**src/rtl/i2c_rs_pkg.sv**
```systemverilog
package i2c_rs_pkg;

  typedef enum logic [2:0] {
    PH_IDLE,
    PH_ADDR,
    PH_INDEX,
    PH_WRITE,
    PH_READ,
    PH_SKIP
  } phase_t;

  // address byte carries the target address in its upper seven bits
  function automatic logic addr_hit(input logic [7:0] b, input logic [6:0] a);
    return b[7:1] == a;
  endfunction

  function automatic logic dir_is_read(input logic [7:0] b);
    return b[0];
  endfunction

endpackage

```
**src/rtl/i2c_rs_sync.sv**
```systemverilog
module i2c_rs_sync #(
  parameter int STAGES = 2
) (
  input  logic clk,
  input  logic rst_n,
  input  logic line_clk_i,
  input  logic line_dat_i,
  output logic clk_s,
  output logic dat_s,
  output logic clk_rise,
  output logic clk_fall,
  output logic start_evt,
  output logic stop_evt
);
  localparam int N = (STAGES < 2) ? 2 : STAGES;

  logic [N-1:0] c_ch, d_ch;
  logic c_q, d_q;

  always_ff @(posedge clk or negedge rst_n) begin
    if (!rst_n) begin
      c_ch <= '1;
      d_ch <= '1;
      c_q  <= 1'b1;
      d_q  <= 1'b1;
    end else begin
      c_ch <= {c_ch[N-2:0], line_clk_i};
      d_ch <= {d_ch[N-2:0], line_dat_i};
      c_q  <= c_ch[N-1];
      d_q  <= d_ch[N-1];
    end
  end

  assign clk_s     = c_ch[N-1];
  assign dat_s     = d_ch[N-1];
  assign clk_rise  = clk_s & ~c_q;
  assign clk_fall  = ~clk_s & c_q;
  assign start_evt = clk_s & c_q & d_q & ~dat_s;
  assign stop_evt  = clk_s & c_q & ~d_q & dat_s;

endmodule

```
**src/rtl/i2c_rs_regs.sv**
```systemverilog
module i2c_rs_regs #(
  parameter int DEPTH = 16,
  localparam int IW = $clog2(DEPTH)
) (
  input  logic          clk,
  input  logic          rst_n,
  input  logic          we,
  input  logic [IW-1:0] widx,
  input  logic [7:0]    wdat,
  input  logic [IW-1:0] ridx_a,
  output logic [7:0]    rdat_a,
  input  logic [IW-1:0] ridx_b,
  output logic [7:0]    rdat_b
);
  logic [7:0] mem [DEPTH];

  always_ff @(posedge clk or negedge rst_n) begin
    if (!rst_n) begin
      for (int i = 0; i < DEPTH; i++) mem[i] <= 8'h00;
    end else if (we) begin
      mem[widx] <= wdat;
    end
  end

  assign rdat_a = mem[ridx_a];
  assign rdat_b = mem[ridx_b];

endmodule

```
**src/rtl/i2c_rs_engine.sv**
```systemverilog
module i2c_rs_engine
  import i2c_rs_pkg::*;
#(
  parameter int DEPTH = 16,
  localparam int IW = $clog2(DEPTH)
) (
  input  logic          clk,
  input  logic          rst_n,
  input  logic [6:0]    own_addr,
  input  logic          sda_s,
  input  logic          scl_rise,
  input  logic          scl_fall,
  input  logic          start_evt,
  input  logic          stop_evt,
  input  logic [7:0]    rd_byte,
  output logic [IW-1:0] ptr,
  output logic          pull,
  output logic          we,
  output logic [IW-1:0] widx,
  output logic [7:0]    wdat,
  output phase_t        ph
);
  // next register after p, wrapping at the end of the array
  function automatic logic [IW-1:0] bump(input logic [IW-1:0] p);
    return (p == IW'(DEPTH - 1)) ? '0 : p + 1'b1;
  endfunction

  // register selected by an index byte
  function automatic logic [IW-1:0] fold(input logic [7:0] b);
    return IW'(32'(b) % DEPTH);
  endfunction

  phase_t     nxt_ph;
  logic       in_ack, rx_full, mack;
  logic [2:0] cnt;
  logic [7:0] sh;
  logic [7:0] rx_byte;

  assign rx_byte = {sh[6:0], sda_s};

  always_ff @(posedge clk or negedge rst_n) begin
    if (!rst_n) begin
      ph      <= PH_IDLE;
      nxt_ph  <= PH_IDLE;
      in_ack  <= 1'b0;
      rx_full <= 1'b0;
      mack    <= 1'b0;
      cnt     <= 3'd0;
      sh      <= 8'h00;
      ptr     <= '0;
      pull    <= 1'b0;
      we      <= 1'b0;
      widx    <= '0;
      wdat    <= 8'h00;
    end else begin
      we <= 1'b0;
      if (start_evt) begin
        ph      <= PH_ADDR;
        cnt     <= 3'd0;
        in_ack  <= 1'b0;
        rx_full <= 1'b0;
        pull    <= 1'b0;
      end else if (stop_evt) begin
        ph      <= PH_IDLE;
        in_ack  <= 1'b0;
        rx_full <= 1'b0;
        pull    <= 1'b0;
      end else begin
        case (ph)
          PH_ADDR, PH_INDEX, PH_WRITE: begin
            if (!in_ack) begin
              if (scl_rise) begin
                sh  <= rx_byte;
                cnt <= cnt + 3'd1;
                if (cnt == 3'd7) begin
                  rx_full <= 1'b1;
                  if (ph == PH_ADDR) begin
                    if (addr_hit(rx_byte, own_addr)) begin
                      nxt_ph <= dir_is_read(rx_byte) ? PH_READ : PH_INDEX;
                    end else begin
                      ph      <= PH_SKIP;
                      rx_full <= 1'b0;
                    end
                  end else if (ph == PH_INDEX) begin
                    ptr    <= fold(rx_byte);
                    nxt_ph <= PH_WRITE;
                  end else begin
                    we     <= 1'b1;
                    widx   <= ptr;
                    wdat   <= rx_byte;
                    ptr    <= bump(ptr);
                    nxt_ph <= PH_WRITE;
                  end
                end
              end else if (scl_fall && rx_full) begin
                rx_full <= 1'b0;
                in_ack  <= 1'b1;
                pull    <= 1'b1;
              end
            end else if (scl_fall) begin
              in_ack <= 1'b0;
              cnt    <= 3'd0;
              ph     <= nxt_ph;
              if (nxt_ph == PH_READ) begin
                sh   <= rd_byte;
                pull <= ~rd_byte[7];
                ptr  <= bump(ptr);
              end else begin
                pull <= 1'b0;
              end
            end
          end
          PH_READ: begin
            if (!in_ack) begin
              if (scl_fall) begin
                cnt <= cnt + 3'd1;
                if (cnt == 3'd7) begin
                  in_ack <= 1'b1;
                  pull   <= 1'b0;
                end else begin
                  sh   <= {sh[6:0], 1'b0};
                  pull <= ~sh[6];
                end
              end
            end else begin
              if (scl_rise) mack <= ~sda_s;
              if (scl_fall) begin
                in_ack <= 1'b0;
                cnt    <= 3'd0;
                if (mack) begin
                  sh   <= rd_byte;
                  pull <= ~rd_byte[7];
                  ptr  <= bump(ptr);
                end else begin
                  ph   <= PH_SKIP;
                  pull <= 1'b0;
                end
              end
            end
          end
          default: ;
        endcase
      end
    end
  end

endmodule

```
**src/rtl/i2c_reg_slave.sv**
```systemverilog
module i2c_reg_slave
  import i2c_rs_pkg::*;
#(
  parameter int DEPTH = 16,
  parameter int SYNC_STAGES = 2,
  localparam int IW = $clog2(DEPTH)
) (
  input  logic          clk,
  input  logic          rst_n,
  input  logic [6:0]    own_addr,
  input  logic          bus_clk_in,
  input  logic          bus_dat_in,
  output logic          bus_dat_pull,
  input  logic [IW-1:0] host_idx,
  output logic [7:0]    host_val,
  output logic          upd_stb,
  output logic [IW-1:0] upd_idx,
  output logic [7:0]    upd_val
);
  logic          scl_s, sda_s, scl_rise, scl_fall, start_evt, stop_evt;
  logic [IW-1:0] ptr;
  logic [7:0]    ptr_byte;
  phase_t        ph;
  logic          skipping;

  i2c_rs_sync #(.STAGES(SYNC_STAGES)) u_sync (
    .clk       (clk),
    .rst_n     (rst_n),
    .line_clk_i(bus_clk_in),
    .line_dat_i(bus_dat_in),
    .clk_s     (scl_s),
    .dat_s     (sda_s),
    .clk_rise  (scl_rise),
    .clk_fall  (scl_fall),
    .start_evt (start_evt),
    .stop_evt  (stop_evt)
  );

  i2c_rs_engine #(.DEPTH(DEPTH)) u_eng (
    .clk      (clk),
    .rst_n    (rst_n),
    .own_addr (own_addr),
    .sda_s    (sda_s),
    .scl_rise (scl_rise),
    .scl_fall (scl_fall),
    .start_evt(start_evt),
    .stop_evt (stop_evt),
    .rd_byte  (ptr_byte),
    .ptr      (ptr),
    .pull     (bus_dat_pull),
    .we       (upd_stb),
    .widx     (upd_idx),
    .wdat     (upd_val),
    .ph       (ph)
  );

  i2c_rs_regs #(.DEPTH(DEPTH)) u_regs (
    .clk   (clk),
    .rst_n (rst_n),
    .we    (upd_stb),
    .widx  (upd_idx),
    .wdat  (upd_val),
    .ridx_a(ptr),
    .rdat_a(ptr_byte),
    .ridx_b(host_idx),
    .rdat_b(host_val)
  );

  assign skipping = (ph == PH_SKIP);

endmodule

```
**config.mk**
```make
export PLATFORM = sky130hd
export DESIGN_NAME = i2c_reg_slave
export DESIGN_NICKNAME = d
export VERILOG_FILES = /design/src/rtl/i2c_rs_pkg.sv /design/src/rtl/i2c_rs_sync.sv /design/src/rtl/i2c_rs_regs.sv /design/src/rtl/i2c_rs_engine.sv /design/src/rtl/i2c_reg_slave.sv
export SDC_FILE = /design/constraint.sdc
export NUM_CORES = 1
export LEC_CHECK = 0
export ABC_CLOCK_PERIOD_IN_PS = 2000
export BUFFER_PORTS_ARGS = -buffer_cell sky130_fd_sc_hd__buf_2
export CAP_MARGIN = 5
export CORE_UTILIZATION = 55
export DETAILED_ROUTE_END_ITERATION = 6
export PLACE_DENSITY = 0.78
export SLEW_MARGIN = 10
export SYNTH_ARGS = -nofsm -noshare
export SYNTH_HDL_FRONTEND = slang
export SYNTH_SLANG_ARGS = --single-unit
```
**constraint.sdc**
```tcl
create_clock -name clk -period 2 [get_ports clk]
set_clock_uncertainty 0.05 [all_clocks]
set_input_delay 0.1 -clock clk [delete_from_list [all_inputs] [get_ports clk]]
set_output_delay 0.1 -clock clk [all_outputs]
set_load 0.05 [all_outputs]
```
# [Word-level counts from Yosys, hierarchy flattened]
# Cells that the tools add are included.
[classes] n_bitwise=21 mul=0 n_addsub=2 n_reduce_logical=17 n_lt_le_gt_ge=4 n_eq_ne=34 div=0 shift=0 n_mux=94
[op_table] op="$bwmux 128" n=1
[op_table] op="$bmux 8 s4" n=2
[op_table] op="$mux 3" n=21
[op_table] op="$mux 7" n=9
[op_table] op="$mux 4" n=11
[op_table] op="$mux 8" n=5
[op_table] op="$mux 1" n=38
[op_table] op="$demux 8 s4" n=1
[op_table] op="$ne 5x4->1 const B" n=4
[op_table] op="$reduce_and 9->1" n=2
[op_table] op="$ge 5x5->1 const B" n=3
[op_table] op="$ne 5x3->1 const B" n=3
[op_table] op="$not 4->5" n=3
[op_table] op="$pmux 7 s2" n=1
[op_table] op="$ne 3x2->1 const B" n=4
[op_table] op="$ne 4x3->1 const B" n=3
[op_table] op="$pmux 3 s2" n=2
[op_table] op="$not 1->1" n=11
[op_table] op="$reduce_and 11->1" n=1
[op_table] op="$reduce_and 5->1" n=2
[op_table] op="$eq 3x3->1 const B" n=3
[op_table] op="$ne 3x3->1 const B" n=3
[op_table] op="$pmux 4 s2" n=1
[op_table] op="$reduce_and 4->1" n=2
[op_table] op="other kinds (22)" n=36
[totals] ff_bits=171 word_cells=204 latchBits=0 output_inout_bits=22 rom_bits=0 ram_bits=0 memories=0 in_bits=15

# [Longest topological paths before layout]
# Gate-level depths: netlist (run 1).
[logic_depth] word_depth=11 depth_mapped=8 mapped_depth_nobuf=7

# [Hierarchy]
# Synthesis (run 1) repeated with hierarchy kept, for this count alone.
[hier_totals] hier_cells=636 area_unflattened_um2=9028.7
[by_module_without_submodules] module="i2c_rs_regs" cells_each=433 area_each_um2=6795.3 seq_area_each_um2=3203.1 instances=1
[by_module_without_submodules] module="i2c_rs_engine" cells_each=193 area_each_um2=2043.2 seq_area_each_um2=925.9 instances=1
[by_module_without_submodules] module="i2c_rs_sync" cells_each=10 area_each_um2=190.2 seq_area_each_um2=157.7 instances=1

# [Least setup slack after synthesis (run 1)]
# Ideal clock, no wire load.
[synth_timing] path_type="register to register" start="register u_eng.cnt[0]" end="register u_eng.widx[0]" path_slack_ns=-0.072 n_path_buf=1 period_less_slack_ns=2.072 required_time_ns=1.825 setup_ns=0.125 t_arrival_ns=1.897 stages_incl_launch_ff=8 cell_sequence="dfrtp_1 > ha_1 > ha_1 > and4bb_2 > and3b_1 > nand2_1 > buf_2 > mux2_2"
[synth_via] elab_chain_cells=2
[synth_rtl] item="from (decl)" line_no="i2c_rs_engine.sv:35" source="logic [2:0] cnt;"
[synth_rtl] item="from (signal assigned)" line_no="i2c_rs_engine.sv:74" source="cnt <= cnt + 3'd1;"
[synth_rtl] item="from (signal assigned)" line_no="i2c_rs_engine.sv:116" source="cnt <= cnt + 3'd1;"
[synth_rtl] item="$eq 3x3->1" line_no="i2c_rs_engine.sv:75" source="if (cnt == 3'd7) begin"
[synth_rtl] item="$reduce_and 8->1 (no line)"
[synth_rtl] item="to (signal assigned)" line_no="i2c_rs_engine.sv:89" source="widx <= ptr;"
[synth_rtl] item="to (decl)" line_no="i2c_rs_engine.sv:19" source="output logic [IW-1:0] widx,"
# No other way between the ends.
# A chain may end at the register's enable or synchronous reset.

# [Final worst setup path (run 1)]
[layout_timing] start="register u_regs.mem[75] in the netlist's numbering" end="output port host_val[3]"
[layout_via] elab_chain_cells=3
[layout_rtl] item="from (decl)" line_no="i2c_rs_regs.sv:15" source="logic [7:0] mem [DEPTH];"
[layout_rtl] item="from (signal, indexed assignment)" line_no="i2c_rs_regs.sv:21" source="mem[widx] <= wdat;"
[layout_rtl] item="$bmux 8 s4" line_no="i2c_rs_regs.sv:26" source="assign rdat_b = mem[ridx_b];"
[layout_rtl] item="$mux 8 (not written as such) (2 in a row)" line_no="i2c_rs_regs.sv:26"
[layout_rtl] item="to (decl)" line_no="i2c_reg_slave.sv:15" source="output logic [7:0] host_val,"
# No other way between the ends. The select of a mux whose other input is x is not followed.

==> flow_summary.toml, run 1 <==
[run_status]
outcome = "finished with violations"
violations = "setup timing"

[setup_path]
slowest_stage = "mux4_2"
crit_type = "reg2out"
regToRegSetupSlack_ps = 30
crit_fanout = 2
timing.critical_path.mode_cell = "mux4_2"
path_cells = "mux4_2, mux4_2, buf_6"
critPathLaunchType = "flop"
cpPeakStageDelay_ps = 530
cp.required_ps = 1850
cp-end-kind = "output pin"
critPathArrivalTime_ps = 2070

[timing]
worst_pin_slew_ps = 687
setup_viol = 8
final-hold-violation-count = 0
finalCritPeriodShare = 1.11
fin_ws_ps = -223
fmax_mhz = 450
fin_crit_ps = 2220
rsz0062_at_grt = "yes"
relSlewSlack = 0.542
drv_slew = 0

[yosys]
ys_seq_area_frac = 0.471
synth_edf_count = 0
synth_top_area_frac = 0.454
async_reset_ff_frac = 1.00
yosys_most_used_dff = "dfrtp_1"
synth_seq_cells = 171
synthTopCellsByArea = "dfrtp_1, mux2_2, mux4_2, mux2i_1, dfstp_2"
syn_area_um2 = 9090
avgSynthCellArea_um2 = 13.9
synth_nets = 670
synthDistinctLibCells = 61
synth_cells = 652
yosys_warnings = 0
yosysTopAreaCell = "dfrtp_1"

[grt]
grt_pass1_wl_um = 39700
grt_pass1_vias = 6923
overflow = 0
antenna_found_initial = 0
grt_max_degree = 56
grtUsageTotal = 0.323

[floorplan]
die_y_um = 131
start_util = 0.568
fp.dieW_um = 131
num_rows = 46
core-area_um2 = 16000
design.die.area_um2 = 17100
ioPinCount = 37

[clocking]
clockBufferDepth = 2
htree_levels = 4
clk_latency_ps = 440
clk_pin_slew_ps = 60
cts.sinks = 171
cts_root_buf = "clkbuf_16"
cts_tree = "built"
cts_made_buffers = 17

[drt]
dr.first_iter.drc_count = 768
drt-total-wl_um = 25500
drc = 0
route.vias.total = 6657
ant_nets = 0
drt-vias-per-instance = 6.66
dr.pass1.iters = 5
wire_per_inst_um = 25.5

[power]
seq_power_share = 0.385
leakage_nw = 5.22
clkPwrFrac = 0.354
p_switching_w = 0.00307
combPwrFrac = 0.261
peakVddDrop_v = 0.000736
sw_frac_of_total = 0.304
powerDensity_nw_per_um2 = 910
internal_power_w = 0.00703

[cells_and_area]
drive_gt1_frac = 0.526
diodes = 0
most-common-layout-cells = "dfrtp_1, mux2_2, buf_4"
instances_no_fill = 1000
finalInstanceArea_um2 = 11100
finalNetCount = 789
syn2layout_area_growth_pct = 22.1
final_common_cell = "dfrtp_1"

[place]
hpwl_um = 16300
gp_congestion = 0.917
dpl-instance-area_um2 = 9980
portBuffers = 36
dp.cells = 925

[worst_hold_path]
hp-class = "in2async"

[run]
cap_viol_max_count = 0
[routing by layer]
layer	vias to the layer above	track usage	share of wire
li1	2731	-	-
met1	3493	0.430	0.40
met2	344	0.499	0.47
met3	89	0.0827	0.082
met4	0	0.157	0.046
met5	-	0	0
[worst paths after layout]
path | startpoint | to | depth (start not counted)
max | u_regs.mem[75] | host_val[3] | 3
min | rst_n | u_regs.mem[92] | 2
max reg2reg | u_eng.cnt[0] | u_eng.wdat[1] | 7
min reg2reg | u_sync.c_ch[0] | u_sync.c_ch[1] | 0
max in group asynchronous | rst_n | u_regs.mem[57] | 3
min in group clk | bus_clk_in | u_sync.c_ch[0] | 2
[Yosys cell counts, drive strengths merged (3+ instances only)]
cell type  instances
dfrtp            165
mux2             147
mux4              60
mux2i             33
buf               28
nor2              27
clkbuf            21
o21ai             19
nand2             15
a21oi             13
nand3             11
nor2b              9
nand2b             7
dfstp              6
nand3b             6
o221ai             6
a22o               5
a211oi             4
inv                4
nor3b              4
o22ai              4
xnor2              4
xor2               4
a311oi             3
a31oi              3
ha                 3
or3                3
or3b               3
[registers in the layout, indices dropped and copies added (netlist names), 2 cells and up]
| name | cells |
|---|---|
| u_eng.cnt | 3 |
| u_eng.nxt_ph | 3 |
| u_eng.ph | 3 |
| u_eng.ptr | 4 |
| u_eng.sh | 7 |
| u_eng.wdat | 8 |
| u_eng.widx | 4 |
| u_regs.mem | 128 |
| u_sync.c_ch | 2 |
| u_sync.d_ch | 2 |
[cell families (layout without fill, tap and decap cells)]
kind of cell,Yosys count,after routing,synth area share
AOI/OAI and AO/OA,77,77,0.0612
xor gates and xnor gates,8,8,0.00770
adders and majority gates,3,3,0.00413
buffers and inverters,53,185,0.0283
DFF,171,171,0.471
muxes,240,240,0.367
and+or+nand+nor,100,100,0.0604
[per-stage QoR]
stage	hold WS [ps]	TNS, ps	utilization	power [W]	setup slack, ps
finish	131	-1300	0.694	0.0101	-223
global route	184	-1530	0.694	0.0105	-231
CTS	158	-1290	0.689	0.0100	-189
detailed placement	39.0	-199	0.623	0.00647	-29.7
global placement	35.8	0	0.623	0.00640	14.5
floorplan	-246	-223	-	0.00553	-28.1
[repair_timing]
action	CTS	global route
resized for setup	36	10
gates cloned	1	0
hold endpoints to repair	52	0
pin swaps	2	2
endpoints found under the setup margin	20	33
setup buffers	29	11
hold buffers	3	0
[power groups by stage]
| stage | Sequential (W) | Combinational [W] | Clock [W] |
|---|---|---|---|
| final | 0.00389 | 0.00264 | 0.00358 |
| after floorplan | 0.00383 | 0.00170 | 0 |
| after global placement | 0.00393 | 0.00248 | 0 |
| after detailed placement | 0.00393 | 0.00253 | 0 |
| after CTS | 0.00388 | 0.00258 | 0.00359 |
| after global routing | 0.00391 | 0.00282 | 0.00374 |
[layout make-up]
class                      instances  area [um^2]
tap                              216          270
timing repair buffer             149         1270
sequential                       171         4290
clock buffer                      21          470
fill                            1093         4890
multi-input combinational        428         4630
inverter                           4         15.0
clock inverter                    11          166
[critical path, delay by kind of cell, from the launching register on]
kind     cells  cell delay, ps
buf+inv      1             180
mux          2            1040
flops        1             420
No activity file was read; power rests on OpenSTA's default activity.
==> run 2, diff against run 1 <==
Settings changed: ABC_AREA set to 1, CTS_CLUSTER_SIZE set to 30.
==> run 2 against run 1 <==
  * The flow now finishes without violations
  * Highest routed layer unchanged
  * Sequential cell count unchanged
  * Synthesized cell count increased by 90%
  * Routed wire length increased by 7.0%
  * Largest power group unchanged
  * Final cell count increased by 49%
  * Critical path depth increased by 4
  * Utilization decreased by 6.4 points
  * Global-route usage about the same
  * Critical path type unchanged
==> flow_summary.toml, run 2 <==
[setup_path]
cp.required_ps = 1850
crit_cells = 7
critPathLaunchType = "flop"
cp_num_buf_inv = 2
timing.critical_path.mode_cell = "o21ai_0"
slowest_stage = "dfrtp_1"
crit_type = "reg2out"
rr_worst_depth = 9
cpLargestDelayFamily = "compound AO/OA/AOI/OAI gates"
path_cells = "inv_1, a21oi_1, o21ai_0, o21ai_0, o221ai_1, nand2_1, buf_2"
cpPeakStageDelay_ps = 370
crit_fanout = 3
cp-end-kind = "output pin"
critPathArrivalTime_ps = 1790

[yosys]
yosys.area_share.simple = 0.204
yosysMostFrequentCell = "nand2_1"
ys_seq_area_frac = 0.463
synth_top_family_by_area = "compound AO/OA/AOI/OAI gates"
synth_seq_cells = 171
yosysTopAreaCell = "dfrtp_1"
synth_compound_area_frac = 0.239
synthDistinctLibCells = 41
synth_nets = 1256
synthTopCellsByArea = "dfrtp_1, nand2_1, o21ai_0, a21oi_1, inv_1"
synth_top_area_frac = 0.446
yosys_most_used_dff = "dfrtp_1"
async_reset_ff_frac = 1.00
synth_xor_xnor_area_share = 0.00189
syn_area_um2 = 9260
synth.mux.area_fraction = 0.00230
synth_edf_count = 0
avgSynthCellArea_um2 = 7.48
synth_commonest_cells = "nand2_1, o21ai_0, dfrtp_1, inv_1, a21oi_1"
yosys.area_share.adder = 0.00406
synth_cells = 1238
yosys_warnings = 0

[cells_and_area]
largest_reg_flops = 128
finalNetCount = 1279
largest_register = "u_regs.mem"
diodes = 0
reg_top3 = "u_regs.mem x128, u_eng.wdat x8, u_eng.sh x7"
syn2layout_area_growth_pct = 12.5
drive_gt1_frac = 0.122
most-common-layout-cells = "nand2_1, o21ai_0, dfrtp_1"
post-route-util = 0.630
final_common_cell = "nand2_1"

[clocking]
clk_latency_ps = 440
clk_pin_slew_ps = 70
cts_root_buf = "clkbuf_16"
cts_made_buffers = 17
cts.sinks = 171
post_cts_buffers = 0
htree_levels = 4
clockBufferDepth = 2
cts_tree = "built"

[drt]
wire_per_inst_um = 18.3
route.vias.total = 8813
drt-total-wl_um = 27300
drt-vias-per-instance = 5.90
dr.first_iter.drc_count = 1190
ant_nets = 0
drc = 0
dr.pass1.iters = 5

[timing]
drv_slew = 0
rsz0062_at_grt = "no"
finalCritPeriodShare = 0.968
worst_pin_slew_ps = 594
fin_crit_ps = 1940
tns_ps = 0
fmax_mhz = 517
fin_ws_ps = 64.4
setup_viol = 0
final-hold-violation-count = 0
relSlewSlack = 0.603

[power]
powerDensity_nw_per_um2 = 1040
power_w = 0.0108
leakage_nw = 4.65
peakVddDrop_v = 0.000667

[place]
hpwl_um = 18400
portBuffers = 36
place_ws_ps = 190
gp_congestion = 0.957

[grt]
grt_pass1_vias = 7928
grt_pass1_wl_um = 43200
grtUsageTotal = 0.323
grt_max_degree = 66
antenna_found_initial = 0
overflow = 0

[floorplan]
core-area_um2 = 16500
design.die.area_um2 = 17400
num_rows = 47
die_y_um = 132
fp.dieW_um = 132
ioPinCount = 37
start_util = 0.560

[run_status]
outcome = "finished, final reports clean"

[run]
cap_viol_max_count = 0

[worst_hold_path]
hp-class = "in2async"
## run 2: cell types whose count changed after synthesis, sizes merged, moves of 60 or more
| cell | delta |
|---|---|
| inv | +111 |
| mux2 | -146 |
| a21oi | +88 |
| o21ai | +234 |
| nand2 | +329 |
| mux4 | -60 |
## run 2: layout make-up
class                   instances  area [um^2]
fillers                      1443         6110
flip-flops and latches        171         4290
clock buffers                  18          439
clock inverters                14          136
repair buffers                 80          632
inverters                     119          449
multi-input cells             872         4190
well taps                     220          275
## run 2: cell families (layout without fill, tap and decap cells)
group,Yosys count,in the layout
simple gates,459,459
compound gates,406,406
buf+inv,195,231
flops,171,171
fa+ha+maj,3,3
xor+xnor,2,2
mux,2,2
## run 2: through the flow
stage / hold slack (ps) / instance area (um^2) / instances
floorplan: -246 / 9260 / 1238
global placement: 17.4 / 9790 / 1459
detailed placement: 13.4 / 9790 / 1459
CTS: 129 / 10400 / 1494
global route: 154 / 10400 / 1494
finish: 108 / 10400 / 1494
## run 2: final timing paths
check                                    start               to  slack [ps]
worst max-delay path            u_regs.mem[21]      host_val[5]          60
worst min-delay path                     rst_n   u_regs.mem[32]         110
worst max register to register    u_eng.ptr[0]      u_eng.sh[0]         150
worst min register to register  u_sync.c_ch[0]   u_sync.c_ch[1]         310
max in group asynchronous                rst_n       u_sync.c_q        1040
min in group clk                   own_addr[1]  u_eng.nxt_ph[2]         170
## run 2: worst reg2reg max path, cell delays in order (launching register included)
cell and delay, ps:
dfrtp_4 510, buf_12 210, o21ai_0 240, o21ai_0 110, nand2_1 70, nand2_1 40
nor2_1 250, nand2_1 150, nand2_1 80, nand2_1 40
## run 2: power breakdown
| part | switching (W) | internal [W] | total [W] |
|---|---|---|---|
| Clock | 0.00147 | 0.00177 | 0.00325 |
| Combinational | 0.00247 | 0.00116 | 0.00363 |
| Sequential | 0.000261 | 0.00366 | 0.00392 |
## run 2: per-layer routing
metal	global-route usage	up-vias	share of wire
li1	-	4163	-
met1	0.449	4135	0.42
met2	0.491	432	0.46
met3	0.0496	83	0.071
met4	0.173	0	0.046
met5	0	-	0
## run 2: what timing repair did
item | CTS | global route
hold endpoints to repair | 133 | 0
gates resized for setup | 0 | 6
hold buffers | 3 | 0
endpoints found under the setup margin | 0 | 5
==> run 3, diff against run 2 <==
Settings changed: BUFFER_PORTS_ARGS -buffer_cell sky130_fd_sc_hd__buf_2 to -buffer_cell sky130_fd_sc_hd__clkbuf_2, SLEW_MARGIN 10 to not set.
==> run 3 against run 2 <==
  * Non-clock buffer count is 6 higher
  * First-iteration DRC count is 3.5% lower
  * Via count hardly changed
  * Hold slack better by 63 ps
  * Fmax is 0.82% higher
==> flow_summary.toml, run 3 (same netlist as run 2, synthesis figures left out) <==
[cells_and_area]
reg_top3 = "u_regs.mem x128, u_eng.wdat x8, u_eng.sh x7"
nFillCells = 1435
most-common-layout-cells = "nand2_1, o21ai_0, dfrtp_1"
drive_gt1_frac = 0.125
instances_no_fill = 1500
largest_reg_flops = 128
largest_register = "u_regs.mem"
finalNetCount = 1285
final_common_cell = "nand2_1"
syn2layout_area_growth_pct = 13.6
diodes = 0
finalInstanceArea_um2 = 10500

[power]
internal_power_w = 0.00695
sw_frac_of_total = 0.367
p_switching_w = 0.00403
combPwrFrac = 0.328
leakage_nw = 4.70
seq_power_share = 0.354
clkPwrFrac = 0.318
peakVddDrop_v = 0.000681
powerDensity_nw_per_um2 = 1040

[clocking]
cts_made_buffers = 17
clk_latency_ps = 430
htree_levels = 4
clockBufferDepth = 2
cts_root_buf = "clkbuf_16"
clk_pin_slew_ps = 60
cts.sinks = 171
cts_tree = "built"
post_cts_buffers = 0

[drt]
dr.pass1.iters = 5
drt-total-wl_um = 26700
wire_per_inst_um = 17.8
ant_nets = 0
drt-vias-per-instance = 5.87
drc = 0
route.vias.total = 8812
dr.first_iter.drc_count = 1148

[floorplan]
design.die.area_um2 = 17400
start_util = 0.560
core-area_um2 = 16500
die_y_um = 132
ioPinCount = 37
num_rows = 47
fp.dieW_um = 132

[timing]
final-hold-violation-count = 0
fmax_mhz = 521
drv_slew = 0
relSlewSlack = 0.580
fin_crit_ps = 1920
fin_ws_ps = 80.2
finalCritPeriodShare = 0.960
tns_ps = 0
setup_viol = 0
worst_pin_slew_ps = 630
rsz0062_at_grt = "no"

[setup_path]
crit_fanout = 3
rr_worst_depth = 9
critPathArrivalTime_ps = 1770
cp-end-kind = "output pin"
critPathLaunchType = "flop"
cp.required_ps = 1850
regToRegSetupSlack_ps = 90
crit_type = "reg2out"

[grt]
antenna_found_initial = 0
grt_util_met3 = 0.0531
grt_pass1_wl_um = 43600
grt_max_degree = 63
use_met1 = 0.448
overflow = 0
grtUsageTotal = 0.324
grt_util_met2 = 0.496
grt_pass1_vias = 8131
busiest_layer = "met2"

[worst_hold_path]
hp-class = "in2reg"
min_path_cells = 8

[run]
cap_viol_max_count = 0

[place]
place_ws_ps = 181
dpl-instance-area_um2 = 9840
portBuffers = 36
gp_congestion = 0.893
hpwl_um = 18100
dp.cells = 1465

[run_status]
outcome = "finished, final reports clean"
[run 3: area by class of cell]
class,instances,area (um^2),share of cell area
sequential,171,4290,0.408
multi-input combinational,872,4190,0.399
timing repair buffer,86,683,0.0650
clock buffer,20,447,0.0425
clock inverter,12,171,0.0163
tap,220,275,0.0262
inverter,119,449,0.0427
[run 3: worst max-delay path, cell delays in order, from the launching register on]
cell	delay [ps]
dfrtp_1	360
inv_1	170
a21oi_1	90
o21ai_0	110
nand2_1	100
o221ai_2	180
nand2_1	100
buf_2	220
[run 3: path summary, 6_finish.rpt]
kind / start / end
max: u_regs.mem[17] / host_val[1]
min: own_addr[0] / u_eng.nxt_ph[2]
max reg2reg: u_eng.ptr[0] / u_eng.sh[0]
min reg2reg: u_sync.d_ch[0] / u_sync.d_ch[1]
max in group asynchronous: rst_n / u_sync.d_q
min in group asynchronous: rst_n / u_regs.mem[34]
[run 3: power by group through the flow]
stage	registers [W]	logic, W	clock network, W
2_1_floorplan	0.00394	0.00254	0
3_3_place_gp	0.00394	0.00345	0
3_5_place_dp	0.00395	0.00351	0
4_1_cts	0.00388	0.00355	0.00352
5_1_grt	0.00391	0.00404	0.00368
6_report	0.00389	0.00361	0.00349
[run 3: timing repair]
item / in CTS / in global routing
hold buffers: 3 / 0
endpoints found under the setup margin: 0 / 6
endpoints found under the hold margin: 57 / 0
gates resized for setup: 0 / 16
[run 3: per-layer routing]
layer	routed length, um	vias to the layer above	part of all wire
met3	2000	82	0.075
met4	1220	0	0.046
li1	-	4161	-
met2	12200	403	0.46
met5	0	-	0
met1	11300	4166	0.42
[run 3: metrics by stage]
step           hold slack [ps]  utilization  power (W)
2_1_floorplan             -246            -    0.00648
3_3_place_gp              81.3        0.595    0.00739
3_5_place_dp              86.9        0.595    0.00746
4_1_cts                    173        0.635     0.0110
5_1_grt                    217        0.636     0.0116
6_report                   172        0.636     0.0110
